==> config.mk <==
export PLATFORM = sky130hd
export DESIGN_NAME = irq_router
export DESIGN_NICKNAME = d
export VERILOG_FILES = /design/src/rtl/irqc_pkg.sv /design/src/rtl/irqc_status.sv /design/src/rtl/irqc_prio.sv /design/src/rtl/irq_router.sv
export SDC_FILE = /design/constraint.sdc
export NUM_CORES = 1
export LEC_CHECK = 0
export CORE_MARGIN = 2
export CORE_UTILIZATION = 32
export CTS_CLUSTER_DIAMETER = 120
export CTS_CLUSTER_SIZE = 8
export DETAILED_ROUTE_END_ITERATION = 10
export DONT_BUFFER_PORTS = 1
export PLACE_DENSITY = 0.51
export SLEW_MARGIN = 0
export SYNTH_ARGS = -nofsm -noshare
export SYNTH_HDL_FRONTEND = slang
export SYNTH_SLANG_ARGS = --single-unit
export TNS_END_PERCENT = 20
==> constraint.sdc <==
create_clock -name clk -period 3.7 [get_ports clk]
set_input_delay 0.555 -clock clk [delete_from_list [all_inputs] [get_ports clk]]
set_output_delay 0.555 -clock clk [all_outputs]
set_load 0.1 [all_outputs]
==> src/rtl/irqc_pkg.sv <==
package irqc_pkg;

    localparam int NSRC        = 32;
    localparam int REG_AW      = 4;
    localparam int STRIDE_LOG2 = 9;

    typedef enum logic [REG_AW-1:0] {
        OFS_STAT = 4'd0,
        OFS_SET  = 4'd1,
        OFS_EN   = 4'd2,
        OFS_CRIT = 4'd3,
        OFS_POL  = 4'd4,
        OFS_TRIG = 4'd5,
        OFS_MSK  = 4'd6,
        OFS_VEC  = 4'd7,
        OFS_VCFG = 4'd8
    } reg_ofs_e;

    typedef struct packed {
        logic [NSRC-1:0] en;
        logic [NSRC-1:0] crit;
        logic [NSRC-1:0] pol;
        logic [NSRC-1:0] trig;
        logic [NSRC-1:0] vcfg;
    } cfg_regs_t;

    typedef struct packed {
        logic            norm;
        logic            crit;
        logic [NSRC-1:0] vec;
    } out_regs_t;

    // value stored into the vector configuration register
    function automatic logic [NSRC-1:0] vcfg_store(input logic [NSRC-1:0] wd);
        return wd & ~(NSRC'(2));
    endfunction

endpackage

==> src/rtl/irqc_status.sv <==
module irqc_status #(
    parameter int N = irqc_pkg::NSRC
) (
    input  logic         clk,
    input  logic         rst,
    input  logic [N-1:0] src,
    input  logic [N-1:0] trig,
    input  logic         sw_clr,
    input  logic         sw_set,
    input  logic [N-1:0] wdata,
    output logic [N-1:0] status
);
    logic [N-1:0] st_q, hold_q, prev_q;
    logic [N-1:0] sw_val, rise, lvl_upd, st_d, hold_d;

    always_comb begin
        sw_val = st_q;
        if (sw_clr) sw_val = (st_q & ~wdata) | hold_q;
        else if (sw_set) sw_val = st_q | wdata;
        rise    = src & ~prev_q & trig;
        lvl_upd = (src ^ prev_q) & ~trig;
        st_d    = ((sw_val | rise) & ~lvl_upd) | (src & lvl_upd);
        hold_d  = (hold_q & ~lvl_upd) | (src & lvl_upd);
    end

    always_ff @(posedge clk) begin
        if (rst) begin
            st_q   <= '0;
            hold_q <= '0;
            prev_q <= '0;
        end else begin
            st_q   <= st_d;
            hold_q <= hold_d;
            prev_q <= src;
        end
    end

    assign status = st_q;

    // an edge-mode rising line is pending on the next clock
    a_r3_edge_sets: assert property (@(posedge clk) disable iff (rst)
        1'b1 |=> ((st_q & $past(rise)) == $past(rise)));

    // a level-mode line that changed is mirrored into status
    a_r4_level_follow: assert property (@(posedge clk) disable iff (rst)
        1'b1 |=> ((st_q & $past(lvl_upd)) == ($past(src) & $past(lvl_upd))));

    // a set-status write leaves the written bits pending unless a level line just fell
    a_r6_set_or: assert property (@(posedge clk) disable iff (rst)
        (sw_set && !sw_clr) |=> ((st_q & $past(wdata) & ~$past(lvl_upd)) == ($past(wdata) & ~$past(lvl_upd))));

endmodule

==> src/rtl/irqc_prio.sv <==
module irqc_prio #(
    parameter int N           = irqc_pkg::NSRC,
    parameter int STRIDE_LOG2 = irqc_pkg::STRIDE_LOG2
) (
    input  logic [N-1:0] pend,
    input  logic [N-1:0] cfg,
    output logic [N-1:0] vec
);
    localparam int KW = $clog2(N);

    logic [KW-1:0] k_up, k_dn, k_sel;
    logic [N-1:0]  base;

    always_comb begin
        k_up = '0;
        k_dn = '0;
        for (int i = N - 1; i >= 0; i--) begin
            if (pend[i]) k_up = KW'(i);
        end
        for (int i = 0; i < N; i++) begin
            if (pend[i]) k_dn = KW'(N - 1 - i);
        end
        k_sel = cfg[0] ? k_dn : k_up;
        base  = {cfg[N-1:2], 2'b00};
        vec   = (pend == '0) ? '0 : base + (N'(k_sel) << STRIDE_LOG2);
    end

endmodule

==> src/rtl/irq_router.sv <==
module irq_router
    import irqc_pkg::*;
#(
    parameter int N = irqc_pkg::NSRC
) (
    input  logic          clk,
    input  logic          rst,
    input  logic [N-1:0]  irq_in,
    input  logic [3:0]    reg_addr,
    input  logic          reg_we,
    input  logic [N-1:0]  reg_wdata,
    output logic [N-1:0]  reg_rdata,
    output logic          irq_norm,
    output logic          irq_crit
);
    cfg_regs_t    cfg_q;
    out_regs_t    out_q;
    logic [N-1:0] src, status, crit_pend, norm_pend, vec_c;
    logic         wr_clr, wr_set;

    // line n lands on status bit N-1-n
    for (genvar g = 0; g < N; g++) begin : g_rev
        assign src[g] = irq_in[N-1-g];
    end

    assign wr_clr = reg_we && (reg_addr == OFS_STAT);
    assign wr_set = reg_we && (reg_addr == OFS_SET);

    irqc_status #(.N(N)) u_status (
        .clk    (clk),
        .rst    (rst),
        .src    (src),
        .trig   (cfg_q.trig),
        .sw_clr (wr_clr),
        .sw_set (wr_set),
        .wdata  (reg_wdata),
        .status (status)
    );

    assign crit_pend = status & cfg_q.en & cfg_q.crit;
    assign norm_pend = status & cfg_q.en & ~cfg_q.crit;

    irqc_prio #(.N(N), .STRIDE_LOG2(STRIDE_LOG2)) u_prio (
        .pend (crit_pend),
        .cfg  (cfg_q.vcfg),
        .vec  (vec_c)
    );

    always_ff @(posedge clk) begin
        if (rst) begin
            cfg_q <= '0;
        end else if (reg_we) begin
            case (reg_addr)
                OFS_EN:   cfg_q.en   <= reg_wdata;
                OFS_CRIT: cfg_q.crit <= reg_wdata;
                OFS_POL:  cfg_q.pol  <= reg_wdata;
                OFS_TRIG: cfg_q.trig <= reg_wdata;
                OFS_VCFG: cfg_q.vcfg <= vcfg_store(reg_wdata);
                default:  ;
            endcase
        end
    end

    always_ff @(posedge clk) begin
        if (rst) begin
            out_q <= '0;
        end else begin
            out_q.norm <= |norm_pend;
            out_q.crit <= |crit_pend;
            out_q.vec  <= vec_c;
        end
    end

    always_comb begin
        case (reg_addr)
            OFS_STAT, OFS_SET: reg_rdata = status;
            OFS_EN:            reg_rdata = cfg_q.en;
            OFS_CRIT:          reg_rdata = cfg_q.crit;
            OFS_POL:           reg_rdata = cfg_q.pol;
            OFS_TRIG:          reg_rdata = cfg_q.trig;
            OFS_MSK:           reg_rdata = status & cfg_q.en;
            OFS_VEC:           reg_rdata = out_q.vec;
            OFS_VCFG:          reg_rdata = cfg_q.vcfg;
            default:           reg_rdata = '0;
        endcase
    end

    assign irq_norm = out_q.norm;
    assign irq_crit = out_q.crit;

    // normal output follows the unmasked non-critical pending set a clock later
    a_r7_norm_lag: assert property (@(posedge clk) disable iff (rst)
        1'b1 |=> (irq_norm == $past(|(status & cfg_q.en & ~cfg_q.crit))));

    // critical output follows the critical pending set a clock later
    a_r8_crit_lag: assert property (@(posedge clk) disable iff (rst)
        1'b1 |=> (irq_crit == $past(|(status & cfg_q.en & cfg_q.crit))));

    // no critical request means a zero vector
    a_r11_vec_zero: assert property (@(posedge clk) disable iff (rst)
        !irq_crit |-> (out_q.vec == '0));

    // the stored vector config never holds bit 1
    a_r12_vcfg_bit1: assert property (@(posedge clk) disable iff (rst)
        reg_we && (reg_addr == OFS_VCFG) |=> (cfg_q.vcfg[1] == 1'b0));

    // reset empties the outputs and the configuration
    a_r13_reset_clear: assert property (@(posedge clk)
        rst |=> (!irq_norm && !irq_crit && (cfg_q == '0) && (status == '0)));

endmodule

==> impl_metrics.yaml, run 1 <==
finish:
  design_area_mm2: 0.0160
  regArea_mm2: 0.00575
  num-fill-cells: 4297
  multiInputGateArea_mm2: 0.00743
  utilization: 0.381
  fin_cells: 2311
  layout.nets: 1879
  final_cell_mix: "464 x nand2_1, 287 x dfxtp_1, 219 x a21oi_1"
  syn2layout_area_growth_pct: 17.2
  mostFrequentLayoutCell: "nand2_1"
  drive_gt1_frac: 0.0841
  antenna_cells: 0
floorplanning:
  num_io_pins: 105
  core_area_mm2: 0.0420
  initial_core_util: 0.325
  num_rows: 75
  die_area_mm2: 0.0443
  die_h_um: 211
  die_x_um: 211
setup_path:
  crit_type: "flip-flop to flip-flop"
  crit_path_start_kind: "flip-flop"
  reg2regPathDepth: 14
  critPathRequiredTime_ns: 4.14
  arrival_ns: 3.82
  critPathCaptureType: "flip-flop"
  critPathMaxFanout: 6
clock_network:
  cts_root_buffer: "clkbuf_16"
  clock_latency_ns: 0.57
  numCtsBuffers: 41
  cts_sinks: 287
  hold_buffers: 0
  path_clk_slew_ns: 0.05
  h-tree-depth: 2
  cts_tree: "yes"
  cts_buffer_depth: 3
detailed_routing:
  firstDrtPassIters: 7
  wl_met3_um: 2960
  vias: 13100
  top_layer: "met4"
  routed_wl_um: 49100
  postRouteAntennaNets: 0
  wire_per_inst_um: 21.2
  wirelength_met1_um: 21700
  via_per_inst: 5.65
  met2_length_um: 23300
  drt-initial-drc-count: 1376
  post-route-drc-count: 0
placement:
  place_inst: 2266
  io_buffers: 0
  gp_congestion: 0.889
  dpl-instance-area_mm2: 0.0149
  hpwl_um: 32100
sta:
  finalSetupViolations: 0
  maxSlewHeadroom: 0.371
  fin_skew_ns: 0.0206
  tns_ns: 0
  tightestPinTransition_ns: 0.944
  finalHoldViolations: 0
  fin_crit_ns: 3.39
  rsz0062_at_grt: "false"
  slew_violations: 0
  min_period_over_period: 0.915
  fmax_mhz: 295
grt:
  grt_first_pass_wirelength_um: 75300
  grt_pass1_vias: 12400
  grt_overflow: 0
  grt.total_usage: 0.221
  antenna_found_initial: 0
  grt_max_degree: 258
power_and_ir_drop:
  netSwitchingPower_mw: 1.78
  p_per_area_mw_per_mm2: 447
  p_sw_frac: 0.249
  peakVddDrop_mv: 0.277
  p_total_mw: 7.16
  p_int_mw: 5.37
  power.leakage_nw: 5.59
  power_frac_comb: 0.074
  power_frac_seq: 0.462
  clock_power_share: 0.464
yosys:
  syn-instance-count: 1763
  synth_xor_xnor_area_share: 0.0122
  synth-edff-count: 0
  syn_avg_cell_area_um2: 7.74
  synth_compound_area_frac: 0.246
  synth_nets: 1872
  yosysSeqAreaShare: 0.421
  synth.area.mux_share: 0
  yosys_warnings: 0
  async_flop_share: 0
  ys_ff_latch: 287
  synthSimpleGateAreaFrac: 0.239
  yosys.area_share.adder: 0.0354
  synth_top_family_by_area: "compound AO/OA/AOI/OAI gates"
  synth_cell_type_count: 56
  synth_area_mm2: 0.0136
  ys.flop_type: "dfxtp_1"
hold_path:
  min_path_type: "input pin to flip-flop"
  hold_depth: 1
outcome:
  status: "completed"
run:
  maxCapViolations: 0
[cells by family after synthesis]
logic type / after synthesis
compound gates: 509
xor+xnor: 19
fa+ha+maj: 38
buf+inv: 158
flops: 287
simple gates: 752
[cell usage after synthesis, drive strengths merged (4+ instances only)]
library cell | count | area (µm²)
nand2 | 464 | 1740
dfxtp | 287 | 5750
a21oi | 219 | 1100
clkbuf | 85 | 320
nor3 | 79 | 417
nor2 | 75 | 282
inv | 53 | 201
o21ai | 48 | 240
a221oi | 47 | 412
ha | 37 | 463
nand3 | 37 | 185
nor2b | 34 | 213
a221o | 33 | 330
a222oi | 30 | 300
a31oi | 21 | 131
a22oi | 20 | 150
buf | 20 | 105
o22ai | 19 | 119
o211ai | 18 | 135
a21o | 17 | 135
and2 | 16 | 100
and3 | 16 | 105
a22o | 14 | 123
nand4 | 13 | 81.3
xnor2 | 10 | 87.6
xor2 | 9 | 78.8
a211oi | 6 | 45.0
nor4 | 6 | 52.6
nand2b | 5 | 31.3
o2111ai | 4 | 35.0
[repair_timing]
action / 4_1_cts / 5_1_grt
gates resized for setup: 0 / 1
buffers inserted: 0 / 0
setup endpoints to repair: 0 / 1
[metal layers]
metal / GRT usage / vias to the layer above
met2: 0.371 / 423
met3: 0.0329 / 76
met1: 0.290 / 6243
met5: 0 / -
li1: - / 6318
met4: 0.0719 / 0
[through the flow]
stage	hold WS (ns)	setup slack (ns)
6_report	0.0874	0.315
3_3_place_gp	0.440	0.383
2_1_floorplan	0.436	-0.167
3_5_place_dp	0.446	0.250
5_1_grt	0.0828	0.0909
4_1_cts	0.0649	0.256
[final cells by class]
cell class / instances / area share
clock inverter: 3 / 0.00258
tap: 539 / 0.0422
timing repair buffer: 69 / 0.0547
clock buffer: 42 / 0.0644
multi-input combinational: 1318 / 0.464
sequential: 287 / 0.359
inverter: 53 / 0.0126
[worst paths after layout]
| check | end | from | slack, ns |
|---|---|---|---|
| max | out_q[21] | u_status.status[1] | 0.31 |
| min | u_status.prev_q[29] | rst | 0.09 |
| max reg2reg | out_q[21] | u_status.status[1] | 0.31 |
| min reg2reg | cfg_q[80] | cfg_q[80] | 0.45 |
[critical path, cell delays in order (launching register included)]
cell       delay, ns
dfxtp_1         0.40
nand3_2         0.17
a41o_1          0.28
a21oi_1         0.15
o2111ai_1       0.13
a211oi_1        0.28
o22ai_1         0.15
ha_1            0.24
fa_1            0.45
a21oi_1         0.17
nor2b_1         0.09
o31a_1          0.34
and2_1          0.20
xnor2_1         0.14
nor2_1          0.05
[power by group through the flow]
stage / Sequential (mW) / Clock (mW) / Combinational [mW]
floorplan: 3.33 / 0 / 0.411
detailed placement: 3.36 / 0 / 0.528
finish: 3.30 / 3.32 / 0.530
global placement: 3.36 / 0 / 0.516
CTS: 3.30 / 3.40 / 0.530
global route: 3.31 / 3.53 / 0.585
Power figures use the tool's default switching activity.
==> run 2, diff against run 1 <==
--- a/config.mk
+++ b/config.mk
@@ -12,6 +12,7 @@
 export DETAILED_ROUTE_END_ITERATION = 10
 export DONT_BUFFER_PORTS = 1
 export PLACE_DENSITY = 0.51
+export RECOVER_POWER = 25
 export SLEW_MARGIN = 0
 export SYNTH_ARGS = -nofsm -noshare
 export SYNTH_HDL_FRONTEND = slang
==> constraint.sdc (replaced) <==
create_clock -name clk -period 3.3 [get_ports clk]
set_input_delay 0.495 -clock clk [delete_from_list [all_inputs] [get_ports clk]]
set_output_delay 0.495 -clock clk [all_outputs]
set_load 0.1 [all_outputs]
==> run 2 against run 1 <==
  * The run now ends with max-capacitance violations, max-slew violations left
  * Sequential share of layout area down 0.93 points
  * Final area is 2.8% higher
  * Wire length is 3.6% higher
  * Via count grew 3.2%
  * Sequential power up 12%
  * Clock power up 11%
  * Worst setup slack got worse by 0.23 ns
  * Count of clock-buffer cells in the layout unchanged
  * Global-route usage grew 0.40 points
  * Combinational power is 26% higher
  * Critical endpoint is now out_q[18]
==> impl_metrics.yaml, run 2 (synthesized netlist as in run 1, its figures left out) <==
floorplanning:
  initial_core_util: 0.325
  num_io_pins: 105
  die_area_mm2: 0.0443
  num_rows: 75
  core_area_mm2: 0.0420
  die_x_um: 211
  die_h_um: 211
outcome:
  violations: "max-capacitance violations, max-slew violations"
  status: "finished, violations left"
grt:
  grt_overflow: 0
  grt.total_usage: 0.225
  grt_pass1_vias: 12600
  antenna_found_initial: 1
  grt_first_pass_wirelength_um: 76700
  grt_max_degree: 258
sta:
  maxSlewHeadroom: -0.570
  fin_skew_ns: 0.0200
  fin_hold_ws_ns: 0.0325
  finalSetupViolations: 0
  fmax_mhz: 311
  slew_violations: 33
  min_period_over_period: 0.974
  rsz0062_at_grt: "true"
  tightestPinTransition_ns: 2.35
  finalHoldViolations: 0
  fin_crit_ns: 3.21
clock_network:
  cts_buffer_depth: 3
  cts_tree: "yes"
  cts_sinks: 287
  cts_root_buffer: "clkbuf_16"
  h-tree-depth: 2
  numCtsBuffers: 41
  clock_latency_ns: 0.55
  path_clk_slew_ns: 0.05
  hold_buffers: 0
placement:
  place_inst: 2308
  gp_congestion: 0.915
  hpwl_um: 32700
  io_buffers: 0
  dpl-instance-area_mm2: 0.0153
detailed_routing:
  wire_per_inst_um: 21.6
  postRouteAntennaNets: 0
  drt-initial-drc-count: 1308
  routed_wl_um: 50800
  post-route-drc-count: 0
  vias: 13500
  firstDrtPassIters: 5
  via_per_inst: 5.73
finish:
  syn2layout_area_growth_pct: 20.5
  final_cell_mix: "464 x nand2_1, 282 x dfxtp_1, 219 x a21oi_1"
  antenna_cells: 0
  drive_gt1_frac: 0.116
  mostFrequentLayoutCell: "nand2_1"
  utilization: 0.391
  fin_cells: 2353
  layout.nets: 1922
  design_area_mm2: 0.0164
hold_path:
  hold_path_end: "u_status.prev_q[27]"
  hold_depth: 1
  min_path_type: "input pin to flip-flop"
  hold_start: "rst"
setup_path:
  crit_type: "flip-flop to flip-flop"
  arrival_ns: 3.63
  critPathCaptureType: "flip-flop"
  reg2regPathDepth: 14
  r2r-end: "out_q[18]"
  critPathMaxFanout: 6
  startpoint: "cfg_q[159]"
  crit_path_start_kind: "flip-flop"
  r2r_slack_ns: 0.09
  r2r_start: "cfg_q[159]"
  critPathRequiredTime_ns: 3.72
power_and_ir_drop:
  p_per_area_mw_per_mm2: 489
  power.leakage_nw: 5.81
  p_total_mw: 8.04
  peakVddDrop_mv: 0.298
run:
  maxCapViolations: 1
==> run 2: cell count changes in the layout (fill, tap and decap cells not counted), sizes merged <==
| cell | before | now |
|---|---|---|
| buf | 69 | 111 |
| inv | 54 | 55 |
| clkinv | 2 | 0 |
| clkbuf | 42 | 43 |
==> run 2: layout make-up <==
cell class	count	area [µm²]
Inverter	53	201
Multi-Input combinational cell	1318	7510
Timing Repair Buffer	112	1260
Fill cell	4206	25600
Tap cell	539	674
Clock buffer	42	1030
Sequential cell	287	5750
Clock inverter	2	17.5
==> run 2: per-layer routing <==
| metal | part of all wire | routed length (µm) | global-route usage |
|---|---|---|---|
| met2 | 0.47 | 23900 | 0.374 |
| met3 | 0.076 | 3840 | 0.0432 |
| met1 | 0.43 | 21700 | 0.291 |
| met4 | 0.027 | 1380 | 0.0765 |
| met5 | 0.00026 | 13 | 0 |
==> run 2: worst max path at each step <==
stage                     cells past startpoint       endpoint
after detailed placement                     14      out_q[30]
after global routing                         14      out_q[18]
after global placement                       14      out_q[28]
final                                        14      out_q[18]
after CTS                                    14      out_q[18]
after floorplan                               7  reg_rdata[27]
==> run 2: repair_timing <==
item,CTS,global route
buffers inserted,0,1
endpoints found under the setup margin,3,17
pin swaps,0,7
gates resized for setup,1,24
==> run 2: where the power goes <==
part / leakage [nW] / internal, mW / switching, mW
combinational: 2.95 / 0.277 / 0.391
sequential: 2.34 / 3.59 / 0.0904
clock: 0.515 / 2.18 / 1.51
total: 5.81 / 6.05 / 1.99
==> run 2: worst max-delay path, cell delays in order, from the launching register on <==
cell	delay, ns
dfxtp_1	0.38
nand3_1	0.21
nand2_1	0.14
a31oi_1	0.09
o311ai_0	0.42
buf_4	0.20
a21oi_1	0.07
o22ai_2	0.20
ha_1	0.29
a211oi_2	0.22
nor2_2	0.10
o31a_1	0.41
nand4_1	0.15
xor2_1	0.16
nor2_1	0.05
==> run 2: per-stage QoR <==
step                      setup WS [ns]  TNS (ns)
final                            0.0863         0
after global routing             -0.105    -0.504
after CTS                        0.0541         0
after detailed placement       -0.00526  -0.00526
after global placement         -0.00834   -0.0195
after floorplan                  -0.349     -5.45
==> run 3, diff against run 2 <==
--- a/config.mk
+++ b/config.mk
@@ -5,7 +5,6 @@
 export SDC_FILE = /design/constraint.sdc
 export NUM_CORES = 1
 export LEC_CHECK = 0
-export CORE_MARGIN = 2
 export CORE_UTILIZATION = 32
 export CTS_CLUSTER_DIAMETER = 120
 export CTS_CLUSTER_SIZE = 8
==> run 3 against run 2 <==
  * The flow still finishes with violations (max-capacitance violations, max-slew violations)
  * Wire length shrank 1.4%
  * First-iteration DRC count is 5.6% lower
  * Clock skew rose by 0.0025 ns
  * Critical endpoint is now out_q[21]
  * Largest cell class unchanged
==> impl_metrics.yaml, run 3 (synthesized netlist as in run 1, its figures left out) <==
power_and_ir_drop:
  netSwitchingPower_mw: 1.98
  peakVddDrop_mv: 0.329
  p_per_area_mw_per_mm2: 491
  p_int_mw: 6.14
  power_frac_seq: 0.453
  clock_power_share: 0.465
  power_frac_comb: 0.082
  p_total_mw: 8.13
  power.leakage_nw: 5.90
  p_sw_frac: 0.244
clock_network:
  clock_latency_ns: 0.56
  cts_tree: "yes"
  numCtsBuffers: 41
  h-tree-depth: 2
  cts_sinks: 287
  cts_root_buffer: "clkbuf_16"
  path_clk_slew_ns: 0.05
  hold_buffers: 0
  cts_buffer_depth: 3
placement:
  hpwl_um: 34000
  io_buffers: 0
  dpl-instance-area_mm2: 0.0153
  place_inst: 2320
  pre_cts_ws_ns: 0.0220
  gp_congestion: 0.899
detailed_routing:
  drt-initial-drc-count: 1235
  vias: 13400
  routed_wl_um: 50100
  via_per_inst: 5.68
  wire_per_inst_um: 21.2
  postRouteAntennaNets: 0
  post-route-drc-count: 0
  firstDrtPassIters: 8
setup_path:
  crit_path_start_kind: "flip-flop"
  r2r_slack_ns: 0.14
  critPathRequiredTime_ns: 3.73
  slowest_stage: "fa_2"
  arrival_ns: 3.60
  crit_chain: "nand3_1, a41o_1, a21oi_1, o2111ai_1, a211oi_1, o22ai_1, ha_2, fa_2, a21oi_2, nor2b_1, o31a_1, and2_1, xnor2_1, nor2_1"
  crit_type: "flip-flop to flip-flop"
  critPathMaxFanout: 5
  critPathCaptureType: "flip-flop"
  reg2regPathDepth: 14
  max_stage_delay_ns: 0.38
sta:
  tightestPinTransition_ns: 2.86
  finalSetupViolations: 0
  finalHoldViolations: 0
  fmax_mhz: 316
  tns_ns: 0
  fin_crit_ns: 3.16
  min_period_over_period: 0.958
  slew_violations: 33
  maxSlewHeadroom: -0.907
  fin_skew_ns: 0.0225
  fin_ws_ns: 0.137
  fin_hold_ws_ns: 0.0149
grt:
  antenna_found_initial: 0
  grt_pass1_vias: 12700
  grt.total_usage: 0.229
  grt_first_pass_wirelength_um: 76700
  grt_overflow: 0
  grt_max_degree: 258
finish:
  antenna_cells: 0
  drive_gt1_frac: 0.127
  design_area_mm2: 0.0166
  mostFrequentLayoutCell: "nand2_1"
  syn2layout_area_growth_pct: 21.3
  num-fill-cells: 4271
  fin_cells: 2368
  final_cell_mix: "463 x nand2_1, 282 x dfxtp_1, 218 x a21oi_1"
  utilization: 0.394
  layout.nets: 1936
floorplanning:
  num_io_pins: 105
  core_area_mm2: 0.0420
  die_h_um: 209
  initial_core_util: 0.325
  num_rows: 75
  die_area_mm2: 0.0435
  die_x_um: 209
hold_path:
  min_path_type: "input pin to flip-flop"
  hold_depth: 1
outcome:
  violations: "max-capacitance violations, max-slew violations"
  status: "finished, violations left"
run:
  maxCapViolations: 1
==> run 3: layout make-up <==
cell class / instances / area, µm² / area share
clock buffers: 44 / 1080 / 0.0652
clock inverters: 1 / 8.76 / 0.000529
inverters: 53 / 201 / 0.0122
multi-input cells: 1318 / 7540 / 0.455
flip-flops and latches: 287 / 5750 / 0.347
well taps: 539 / 674 / 0.0407
repair buffers: 126 / 1300 / 0.0787
==> run 3: final timing paths <==
path	startpoint	to
hold reg to reg	cfg_q[92]	cfg_q[92]
setup / recovery	cfg_q[97]	out_q[21]
hold / removal	rst	flip-flop
setup reg to reg	cfg_q[97]	out_q[21]
==> run 3: power by group through the flow <==
| stage | Sequential (mW) | Combinational [mW] | Clock [mW] |
|---|---|---|---|
| floorplan | 3.73 | 0.462 | 0 |
| global placement | 3.74 | 0.648 | 0 |
| detailed placement | 3.74 | 0.662 | 0 |
| CTS | 3.67 | 0.666 | 3.88 |
| global route | 3.69 | 0.731 | 4.01 |
| finish | 3.68 | 0.668 | 3.78 |
==> run 3: worst max-delay path, delay by kind of cell, from the launching register on <==
kind	cells	cell delay, ns
AOI/OAI and AO/OA	7	1.48
adders and majority gates	2	0.59
and+or+nand+nor	4	0.48
DFF	1	0.36
xor gates and xnor gates	1	0.13
==> run 3: repair_timing <==
| action | in CTS | in global routing |
|---|---|---|
| setup buffers | 0 | 3 |
| resized for setup | 0 | 34 |
| setup endpoints to repair | 0 | 18 |
==> run 3: metal layers <==
layer	part of all wire	global-route usage
met1	0.44	0.296
met5	0	0
met2	0.47	0.383
met3	0.064	0.0392
met4	0.026	0.0791
